$ cat config.mk
export PLATFORM = sky130hd
export DESIGN_NAME = prio_irq_ctrl
export DESIGN_NICKNAME = d
export VERILOG_FILES = /design/src/rtl/prio_irq_ctrl_pkg.sv /design/src/rtl/prio_irq_regs.sv /design/src/rtl/prio_irq_src.sv /design/src/rtl/prio_irq_arb.sv /design/src/rtl/prio_irq_ctrl.sv
export SDC_FILE = /design/constraint.sdc
export NUM_CORES = 1
export LEC_CHECK = 0
export BUFFER_PORTS_ARGS = -buffer_cell sky130_fd_sc_hd__buf_2
export CORE_MARGIN = 5
export CORE_UTILIZATION = 46
export DETAILED_ROUTE_END_ITERATION = 16
export GPL_ROUTABILITY_DRIVEN = 1
export GPL_TIMING_DRIVEN = 0
export PLACE_DENSITY = 0.72
export SYNTH_ARGS = -nofsm -noshare
export SYNTH_HDL_FRONTEND = slang
export SYNTH_HIERARCHICAL = 1
export SYNTH_SLANG_ARGS = --single-unit
$ cat constraint.sdc
create_clock -name clk -period 11.69 [get_ports clk]
set_clock_uncertainty 0.15 [all_clocks]
set_input_delay 1.169 -clock clk [delete_from_list [all_inputs] [get_ports clk]]
set_output_delay 1.169 -clock clk [all_outputs]
set_load 0.03 [all_outputs]
$ cat src/rtl/prio_irq_ctrl_pkg.sv
// Package: shared sizes, register addresses and vector computation for the
// prioritized interrupt controller. Assumes source index order is the
// fixed polling order (lower index wins ties).
package prio_irq_ctrl_pkg;
    localparam int NSRC   = 6;
    localparam int NLVL   = 4;
    localparam int LVLW   = $clog2(NLVL);
    localparam int IDXW   = $clog2(NSRC);
    localparam int NEXT   = 2;

    localparam logic [7:0] ADDR_ENABLE = 8'hA8;
    localparam logic [7:0] ADDR_PRIO_L = 8'hB8;
    localparam logic [7:0] ADDR_PRIO_H = 8'hB7;
    localparam logic [7:0] ADDR_MODE   = 8'h88;

    localparam logic [7:0] VEC_BASE = 8'h03;
    localparam logic [7:0] VEC_STEP = 8'h08;

    typedef logic [LVLW-1:0] lvl_t;
    typedef logic [IDXW-1:0] idx_t;

    // Vector address for a source index.
    function automatic logic [7:0] vec_of(idx_t idx);
        return VEC_BASE + VEC_STEP * 8'(idx);
    endfunction
endpackage

$ cat src/rtl/prio_irq_regs.sv
// Register file: enable, priority-low, priority-high and trigger-mode.
// Assumes a single-cycle write strobe; reads are combinational.
module prio_irq_regs
    import prio_irq_ctrl_pkg::*;
(
    input  logic            clk,
    input  logic            rst_n,
    input  logic            we,
    input  logic [7:0]      addr,
    input  logic [7:0]      wdata,
    output logic [7:0]      rdata,
    output logic            glob_en,
    output logic [NSRC-1:0] src_en,
    output logic [NSRC-1:0] prio_lo,
    output logic [NSRC-1:0] prio_hi,
    output logic [NEXT-1:0] edge_mode
);
    logic [NSRC-1:0] en_q, pl_q, ph_q;
    logic            ea_q;
    logic [NEXT-1:0] md_q;

    // Register writes, cleared by reset.
    always_ff @(posedge clk) begin
        if (!rst_n) begin
            en_q <= '0; pl_q <= '0; ph_q <= '0; ea_q <= 1'b0; md_q <= '0;
        end else if (we) begin
            unique case (addr)
                ADDR_ENABLE: begin ea_q <= wdata[7]; en_q <= wdata[NSRC-1:0]; end
                ADDR_PRIO_L: pl_q <= wdata[NSRC-1:0];
                ADDR_PRIO_H: ph_q <= wdata[NSRC-1:0];
                ADDR_MODE:   md_q <= wdata[NEXT-1:0];
                default: ;
            endcase
        end
    end

    // Read multiplexer; reserved bits read zero.
    always_comb begin
        rdata = 8'h00;
        unique case (addr)
            ADDR_ENABLE: rdata = {ea_q, 7'(en_q)};
            ADDR_PRIO_L: rdata = 8'(pl_q);
            ADDR_PRIO_H: rdata = 8'(ph_q);
            ADDR_MODE:   rdata = 8'(md_q);
            default:     rdata = 8'h00;
        endcase
    end

    assign glob_en   = ea_q;
    assign src_en    = en_q;
    assign prio_lo   = pl_q;
    assign prio_hi   = ph_q;
    assign edge_mode = md_q;

    a_r2_enable_wr: assert property (@(posedge clk) disable iff (!rst_n)
        (we && addr == ADDR_ENABLE) |=> (glob_en == $past(wdata[7])) && (src_en == $past(wdata[NSRC-1:0])));
endmodule

$ cat src/rtl/prio_irq_src.sv
// Source capture: synchronizes the external pins and produces one request
// flag per source. External flags are edge-latched or level-following per
// mode; timer 0/1 flags latch overflow pulses; serial and timer 2 pass through.
// clr is a one-hot acknowledge clear from the arbiter.
module prio_irq_src
    import prio_irq_ctrl_pkg::*;
(
    input  logic            clk,
    input  logic            rst_n,
    input  logic [NEXT-1:0] ext_n,
    input  logic [NEXT-1:0] tmr_ovf,
    input  logic            ser_flag,
    input  logic            tmr2_flag,
    input  logic [NEXT-1:0] edge_mode,
    input  logic [NSRC-1:0] clr,
    output logic [NSRC-1:0] flags
);
    for (genvar g = 0; g < NEXT; g++) begin : g_pair
        logic s1_q, s2_q, prev_q, edge_q, tf_q;
        logic fall;
        assign fall = prev_q & ~s2_q;

        // Two-stage pin synchronizer plus a delayed copy for edge detection.
        always_ff @(posedge clk) begin
            if (!rst_n) begin
                s1_q <= 1'b1; s2_q <= 1'b1; prev_q <= 1'b1;
            end else begin
                s1_q <= ext_n[g]; s2_q <= s1_q; prev_q <= s2_q;
            end
        end

        // Edge flag: set on a falling edge (set wins), cleared by acknowledge.
        always_ff @(posedge clk) begin
            if (!rst_n)                 edge_q <= 1'b0;
            else if (fall)              edge_q <= 1'b1;
            else if (clr[2*g])          edge_q <= 1'b0;
        end

        // Timer overflow flag: set on pulse (set wins), cleared by acknowledge.
        always_ff @(posedge clk) begin
            if (!rst_n)                 tf_q <= 1'b0;
            else if (tmr_ovf[g])        tf_q <= 1'b1;
            else if (clr[2*g+1])        tf_q <= 1'b0;
        end

        assign flags[2*g]   = edge_mode[g] ? edge_q : ~s2_q;
        assign flags[2*g+1] = tf_q;

        a_r11_tmr_clear: assert property (@(posedge clk) disable iff (!rst_n)
            (clr[2*g+1] && !tmr_ovf[g]) |=> !flags[2*g+1]);
        a_r10_edge_hold: assert property (@(posedge clk) disable iff (!rst_n)
            (edge_mode[g] && $past(edge_mode[g]) && $past(flags[2*g]) && !$past(clr[2*g])) |-> flags[2*g]);
    end

    assign flags[4] = ser_flag;
    assign flags[5] = tmr2_flag;
endmodule

$ cat src/rtl/prio_irq_arb.sv
// Arbiter and in-service tracker: picks the highest-level enabled pending
// source (lowest index on ties), offers it only above the top in-service
// level, and keeps one in-service bit per level. Assumes ack and reti are
// single-cycle pulses.
module prio_irq_arb
    import prio_irq_ctrl_pkg::*;
(
    input  logic            clk,
    input  logic            rst_n,
    input  logic [NSRC-1:0] flags,
    input  logic            glob_en,
    input  logic [NSRC-1:0] src_en,
    input  logic [NSRC-1:0] prio_lo,
    input  logic [NSRC-1:0] prio_hi,
    input  logic            ack,
    input  logic            reti,
    output logic            req,
    output logic [7:0]      vec,
    output logic [NSRC-1:0] clr
);
    logic [NSRC-1:0] pend;
    logic [NLVL-1:0] isr_q, isr_set, isr_clr;
    logic            found, any_isr, grant;
    lvl_t            win_lvl, top_lvl;
    idx_t            win_idx;

    assign pend = glob_en ? (flags & src_en) : '0;

    // Winner search: strictly higher level replaces, so lower index wins ties.
    always_comb begin
        found = 1'b0; win_lvl = '0; win_idx = '0;
        for (int i = 0; i < NSRC; i++) begin
            if (pend[i] && (!found || lvl_t'({prio_hi[i], prio_lo[i]}) > win_lvl)) begin
                found   = 1'b1;
                win_lvl = lvl_t'({prio_hi[i], prio_lo[i]});
                win_idx = idx_t'(i);
            end
        end
    end

    // Highest in-service level and its one-hot clear mask for a return.
    always_comb begin
        any_isr = 1'b0; top_lvl = '0; isr_clr = '0;
        for (int l = 0; l < NLVL; l++) begin
            if (isr_q[l]) begin any_isr = 1'b1; top_lvl = lvl_t'(l); end
        end
        if (reti && any_isr) isr_clr[top_lvl] = 1'b1;
    end

    assign req     = found && (!any_isr || win_lvl > top_lvl);
    assign vec     = req ? vec_of(win_idx) : 8'h00;
    assign grant   = ack && req;
    assign isr_set = grant ? (NLVL'(1) << win_lvl) : '0;
    assign clr     = grant ? (NSRC'(1) << win_idx) : '0;

    // In-service mask update: return clears the top level, grant sets its level.
    always_ff @(posedge clk) begin
        if (!rst_n) isr_q <= '0;
        else        isr_q <= (isr_q & ~isr_clr) | isr_set;
    end

    a_r7_grant_marks: assert property (@(posedge clk) disable iff (!rst_n)
        grant |=> isr_q[$past(win_lvl)]);
    a_r8_reti_one: assert property (@(posedge clk) disable iff (!rst_n)
        (reti && !grant && isr_q != '0) |=> $countones(isr_q) == $countones($past(isr_q)) - 1);
    a_r3_global_off: assert property (@(posedge clk) disable iff (!rst_n)
        !glob_en |-> !req);
    a_r6_vec_form: assert property (@(posedge clk) disable iff (!rst_n)
        req |-> (vec[2:0] == 3'b011 && vec <= 8'h2B));
    a_r7_onehot_clr: assert property (@(posedge clk) disable iff (!rst_n)
        $onehot0(clr));
endmodule

$ cat src/rtl/prio_irq_ctrl.sv
// Top: four-level prioritized interrupt controller with six sources.
// Connects the register file, source capture and arbiter.
module prio_irq_ctrl
    import prio_irq_ctrl_pkg::*;
(
    input  logic       clk,
    input  logic       rst_n,
    input  logic       reg_we,
    input  logic [7:0] reg_addr,
    input  logic [7:0] reg_wdata,
    output logic [7:0] reg_rdata,
    input  logic       ext0_n,
    input  logic       ext1_n,
    input  logic       tmr0_ovf,
    input  logic       tmr1_ovf,
    input  logic       ser_flag,
    input  logic       tmr2_flag,
    output logic       irq_req,
    output logic [7:0] irq_vec,
    input  logic       irq_ack,
    input  logic       irq_reti
);
    logic            glob_en;
    logic [NSRC-1:0] src_en, prio_lo, prio_hi, flags, clr;
    logic [NEXT-1:0] edge_mode;

    prio_irq_regs u_regs (
        .clk(clk), .rst_n(rst_n), .we(reg_we), .addr(reg_addr),
        .wdata(reg_wdata), .rdata(reg_rdata), .glob_en(glob_en),
        .src_en(src_en), .prio_lo(prio_lo), .prio_hi(prio_hi),
        .edge_mode(edge_mode)
    );

    prio_irq_src u_src (
        .clk(clk), .rst_n(rst_n), .ext_n({ext1_n, ext0_n}),
        .tmr_ovf({tmr1_ovf, tmr0_ovf}), .ser_flag(ser_flag),
        .tmr2_flag(tmr2_flag), .edge_mode(edge_mode), .clr(clr),
        .flags(flags)
    );

    prio_irq_arb u_arb (
        .clk(clk), .rst_n(rst_n), .flags(flags), .glob_en(glob_en),
        .src_en(src_en), .prio_lo(prio_lo), .prio_hi(prio_hi),
        .ack(irq_ack), .reti(irq_reti), .req(irq_req), .vec(irq_vec),
        .clr(clr)
    );
endmodule

==> flow_summary.yaml, run 1 <==
run:
  cap_violations: 0
die:
  io_pins: 44
  rows: 26
  start_util: 0.468
  die_y_um: 81.6
  die_area_mm2: 0.00666
  dieWidth_um: 81.6
  core-area_mm2: 0.00504
worst_setup_path:
  critPathTopFamily: "compound AO/OA/AOI/OAI gates"
  timing.rr.start: "u_regs/edge_mode[0]$_SDFFE_PN0P_"
  setup.worst_path.start: "u_regs/edge_mode[0]$_SDFFE_PN0P_"
  crit_required_ns: 10.37
  cp.arrival_ns: 8.42
  crit_fanout: 8
  critPathSlowestCell: "dfxtp_1"
  reg2regPathDepth: 44
  critical_path.startpoint_type: "register"
  critPathMaxStageDelay_ns: 0.40
  cp-end-kind: "output port"
  crit_type: "reg2out"
  regToRegEndpoint: "u_src/g_pair[1].edge_q$_SDFFE_PN0P_"
  path_buf_inv: 3
  cpMostUsedCell: "ha_1"
  cp-endpoint: "irq_vec[4]"
  cp.depth: 42
  reg2reg_slack_ns: 2.84
timing:
  max_clock_freq_ghz: 0.103
  finalSetupTns_ns: 0
  fin_crit_sh: 0.833
  rsz0062_at_grt: "false"
  finalMaxSlewViolations: 0
  worst_pin_slew_ns: 0.766
  setup_violations: 0
  hold_violations: 0
  hold_slack_ns: 0.260
  slew_headroom: 0.488
  fin_crit_ns: 9.74
cells_and_area:
  diodes: 0
  synthToLayoutAreaGrowth_pct: 16.7
  stdcell_count: 386
  regArea_um2: 701
  fin_area_mm2: 0.00275
  drive_gt1_frac: 0.250
  most-common-layout-cells: "45 x nand2_1, 36 x buf_2, 35 x dfxtp_1, 25 x mux2i_1, 16 x inv_1"
  final_common_cell: "nand2_1"
  fin_nets: 354
  multi_input_area_mm2: 0.00151
  nFillCells: 476
clocking:
  htree_levels: 2
  cts_setup_buffers: 0
  cts-root-buf: "clkbuf_8"
  postCtsHoldBufs: 0
  numCtsBuffers: 5
  clk_latency_ns: 0.29
  cts_sinks: 35
  cts_tree: "built"
  path_clk_slew_ns: 0.07
  cts_resized: 0
  cts_buffer_depth: 2
synthesis:
  syn_inst: 270
  syn-cell-area_mm2: 0.00236
  syn_area_per_cell_um2: 8.74
  yosys_warnings: 6
power:
  pwr_density_cell_mw_per_mm2: 91.9
  static-leakage-power_nw: 1.23
  ir_drop_mv: 0.0654
place:
  hpwl_um: 4200
  place_area_mm2: 0.00263
  finalWeightedCongestion: 0.801
  dp_cells: 378
  io_buffers: 36
global_routing:
  antenna_found_initial: 0
  grt.overflow.total: 0
  grt_first_pass_wirelength_um: 8800
  grt_pass1_vias: 1910
  grt_usage: 0.171
  grt_max_degree: 16
hold_path:
  hp-start: "u_src/g_pair[1].s1_q$_SDFF_PN1_"
  hold_path.class: "reg2reg"
drt:
  routed_wl_um: 5300
  vias_per_cell: 5.22
  antenna_left: 0
  drc: 0
  drt-initial-drc-count: 113
  num_vias: 2013
  drtPass1Iterations: 4
  wl_per_cell_um: 13.7
run_status:
  status: "finished, final reports clean"
-- flip-flops by register name, indices dropped and copies added, names as in the netlist --
register / count
u_arb/isr_q: 4
u_regs/edge_mode: 2
u_regs/glob_en: 1
u_regs/prio_hi: 6
u_regs/prio_lo: 6
u_regs/src_en: 6
u_src/g_pair.edge_q: 2
u_src/g_pair.prev_q: 2
u_src/g_pair.s1_q: 2
u_src/g_pair.s2_q: 2
u_src/g_pair.tf_q: 2
-- routing by layer --
layer | track usage | wire [um]
met1 | 0.212 | 2410
met2 | 0.293 | 2560
met3 | 0.0384 | 257
met4 | 0.0548 | 75
met5 | 0 | 0
-- worst min-delay path by stage --
stage                                                 end  cells after the start
after floorplan           u_src/g_pair[0].s2_q$_SDFF_PN1_                      1
after global placement    u_src/g_pair[1].s2_q$_SDFF_PN1_                      1
after detailed placement  u_src/g_pair[1].s2_q$_SDFF_PN1_                      1
after CTS                 u_src/g_pair[1].s2_q$_SDFF_PN1_                      1
after global routing      u_src/g_pair[0].s2_q$_SDFF_PN1_                      1
final                     u_src/g_pair[1].s2_q$_SDFF_PN1_                      1
-- final cells by class --
| class | count | share of cell area |
|---|---|---|
| Buffer | 14 | 0.0327 |
| Clock inverter | 2 | 0.0127 |
| Clock buffer | 6 | 0.0300 |
| Multi-Input combinational cell | 205 | 0.548 |
| Inverter | 18 | 0.0246 |
| Timing Repair Buffer | 36 | 0.0655 |
| Tap cell | 70 | 0.0318 |
| Sequential cell | 35 | 0.255 |
-- metrics by stage --
step	total power, mW	util	worst slack, ns
after CTS	0.256	0.546	1.93
after global routing	0.262	0.546	1.23
after global placement	0.142	0.522	2.44
after detailed placement	0.143	0.522	2.27
final	0.253	0.546	1.95
after floorplan	0.135	-	2.84
-- power breakdown --
part | internal [mW] | switching [mW]
sequential | 0.121 | 0.000736
clock | 0.0690 | 0.0437
combinational | 0.00808 | 0.0103
total | 0.198 | 0.0548
No activity file was read; power rests on OpenSTA's default activity.
==> run 2, diff against run 1 <==
==> constraint.sdc (replaced) <==
create_clock -name clk -period 10.08 [get_ports clk]
set_clock_uncertainty 0.15 [all_clocks]
set_input_delay 1.008 -clock clk [delete_from_list [all_inputs] [get_ports clk]]
set_output_delay 1.008 -clock clk [all_outputs]
set_load 0.03 [all_outputs]
==> flow_summary.yaml, run 2 (synthesis gave the netlist of run 1 again) <==
power:
  power_frac_clock: 0.446
  p_sw_mw: 0.0636
  pwr_density_cell_mw_per_mm2: 105
  static-leakage-power_nw: 1.26
  ir_drop_mv: 0.0760
  p_seq_frac: 0.481
  p_sw_frac: 0.217
  p_int_mw: 0.230
  comb_power_share: 0.073
worst_setup_path:
  crit_required_ns: 8.92
  cp.depth: 43
  cp.arrival_ns: 8.30
  critPathTopFamily: "compound AO/OA/AOI/OAI gates"
  crit_type: "reg2out"
  crit_fanout: 7
  cp-endpoint: "irq_vec[4]"
  reg2regPathDepth: 45
  critPathMaxStageDelay_ns: 0.40
  reg2reg_slack_ns: 1.36
  timing.rr.start: "u_regs/edge_mode[0]$_SDFFE_PN0P_"
  cpMostUsedCell: "ha_1"
  setup.worst_path.start: "u_regs/edge_mode[0]$_SDFFE_PN0P_"
  cp-end-kind: "output port"
  path_buf_inv: 3
  regToRegEndpoint: "u_src/g_pair[1].edge_q$_SDFFE_PN0P_"
  critPathSlowestCell: "dfxtp_1"
  critical_path.startpoint_type: "register"
die:
  die_y_um: 81.6
  io_pins: 44
  die_area_mm2: 0.00666
  dieWidth_um: 81.6
  core-area_mm2: 0.00504
  start_util: 0.468
  rows: 26
global_routing:
  grt_pass1_vias: 1910
  antenna_found_initial: 0
  grt_first_pass_wirelength_um: 8800
  grt_max_degree: 16
  grt.overflow.total: 0
  grt_usage: 0.171
place:
  dp_cells: 378
  finalWeightedCongestion: 0.801
  hpwl_um: 4200
  io_buffers: 36
  dp_worst_setup_slack_ns: 0.820
clocking:
  htree_levels: 2
  path_clk_slew_ns: 0.07
  cts-root-buf: "clkbuf_8"
  cts_sinks: 35
  numCtsBuffers: 5
  clk_latency_ns: 0.29
  cts_buffer_depth: 2
  cts_tree: "built"
drt:
  antenna_left: 0
  drtPass1Iterations: 4
  num_vias: 2035
  vias_per_cell: 5.19
  drc: 0
  wl_per_cell_um: 13.7
  routed_wl_um: 5380
  drt-initial-drc-count: 130
cells_and_area:
  fin_nets: 360
  stdcell_count: 392
  most-common-layout-cells: "44 x nand2_1, 36 x buf_2, 35 x dfxtp_1, 25 x mux2i_1"
  final_util: 0.555
  synthToLayoutAreaGrowth_pct: 18.7
  drive_gt1_frac: 0.267
  nFillCells: 468
  diodes: 0
  final_common_cell: "nand2_1"
timing:
  worst_pin_slew_ns: 0.794
  fin_crit_ns: 9.45
  finalMaxSlewViolations: 0
  setup_violations: 0
  fin_crit_sh: 0.938
  max_clock_freq_ghz: 0.106
  setup_ws_ns: 0.626
  hold_violations: 0
  slew_headroom: 0.469
run_status:
  status: "finished, final reports clean"
hold_path:
  hold_path.class: "reg2reg"
  hp-start: "u_src/g_pair[1].s1_q$_SDFF_PN1_"
run:
  cap_violations: 0
-- run 2: power groups by stage --
stage                     Sequential (mW)  Clock [mW]  Combinational (mW)
after floorplan                     0.144           0              0.0125
after detailed placement            0.144           0              0.0212
after CTS                           0.141       0.135              0.0213
after global routing                0.141       0.139              0.0238
final                               0.141       0.131              0.0214
after global placement              0.144           0              0.0208
-- run 2: final cells by class --
cell class	instances	area, um2	area share
Clock buffer	6	82.6	0.0295
Sequential cell	35	701	0.250
Buffer	14	90.1	0.0322
Clock inverter	2	35.0	0.0125
Inverter	18	67.6	0.0241
Tap cell	70	87.6	0.0313
Multi-Input combinational cell	205	1510	0.540
Timing Repair Buffer	42	225	0.0805
-- run 2: per-layer routing --
| metal | up-vias | track usage | part of all wire | wire (um) |
|---|---|---|---|---|
| li1 | 1047 | - | - | - |
| met4 | 0 | 0.0548 | 0.014 | 73 |
| met3 | 8 | 0.0384 | 0.050 | 270 |
| met1 | 931 | 0.212 | 0.45 | 2420 |
| met5 | - | 0 | 0 | 0 |
| met2 | 49 | 0.293 | 0.49 | 2610 |
-- run 2: what timing repair did --
item                                    in CTS  in global routing
endpoints found under the setup margin       0                  6
setup buffers                                0                  6
resized for setup                            0                  1
hold buffers                                 0                  0
-- run 2: how the worst min path moves through the flow --
stage	end	slack (ns)	cells after the start
after floorplan	u_src/g_pair[0].s2_q$_SDFF_PN1_	0.24	1
after global placement	u_src/g_pair[1].s2_q$_SDFF_PN1_	0.24	1
after detailed placement	u_src/g_pair[1].s2_q$_SDFF_PN1_	0.25	1
after CTS	u_src/g_pair[1].s2_q$_SDFF_PN1_	0.27	1
after global routing	u_src/g_pair[0].s2_q$_SDFF_PN1_	0.28	1
final	u_src/g_pair[1].s2_q$_SDFF_PN1_	0.26	1
-- run 2: metrics by stage --
stage / total power, mW / hold WS [ns] / TNS [ns] / cell area, um2
final: 0.293 / 0.261 / 0 / 2800
after global routing: 0.304 / 0.279 / -0.0615 / 2800
after CTS: 0.297 / 0.267 / 0 / 2750
after detailed placement: 0.166 / 0.250 / 0 / 2630
after global placement: 0.165 / 0.241 / 0 / 2630
after floorplan: 0.157 / 0.236 / 0 / 2370
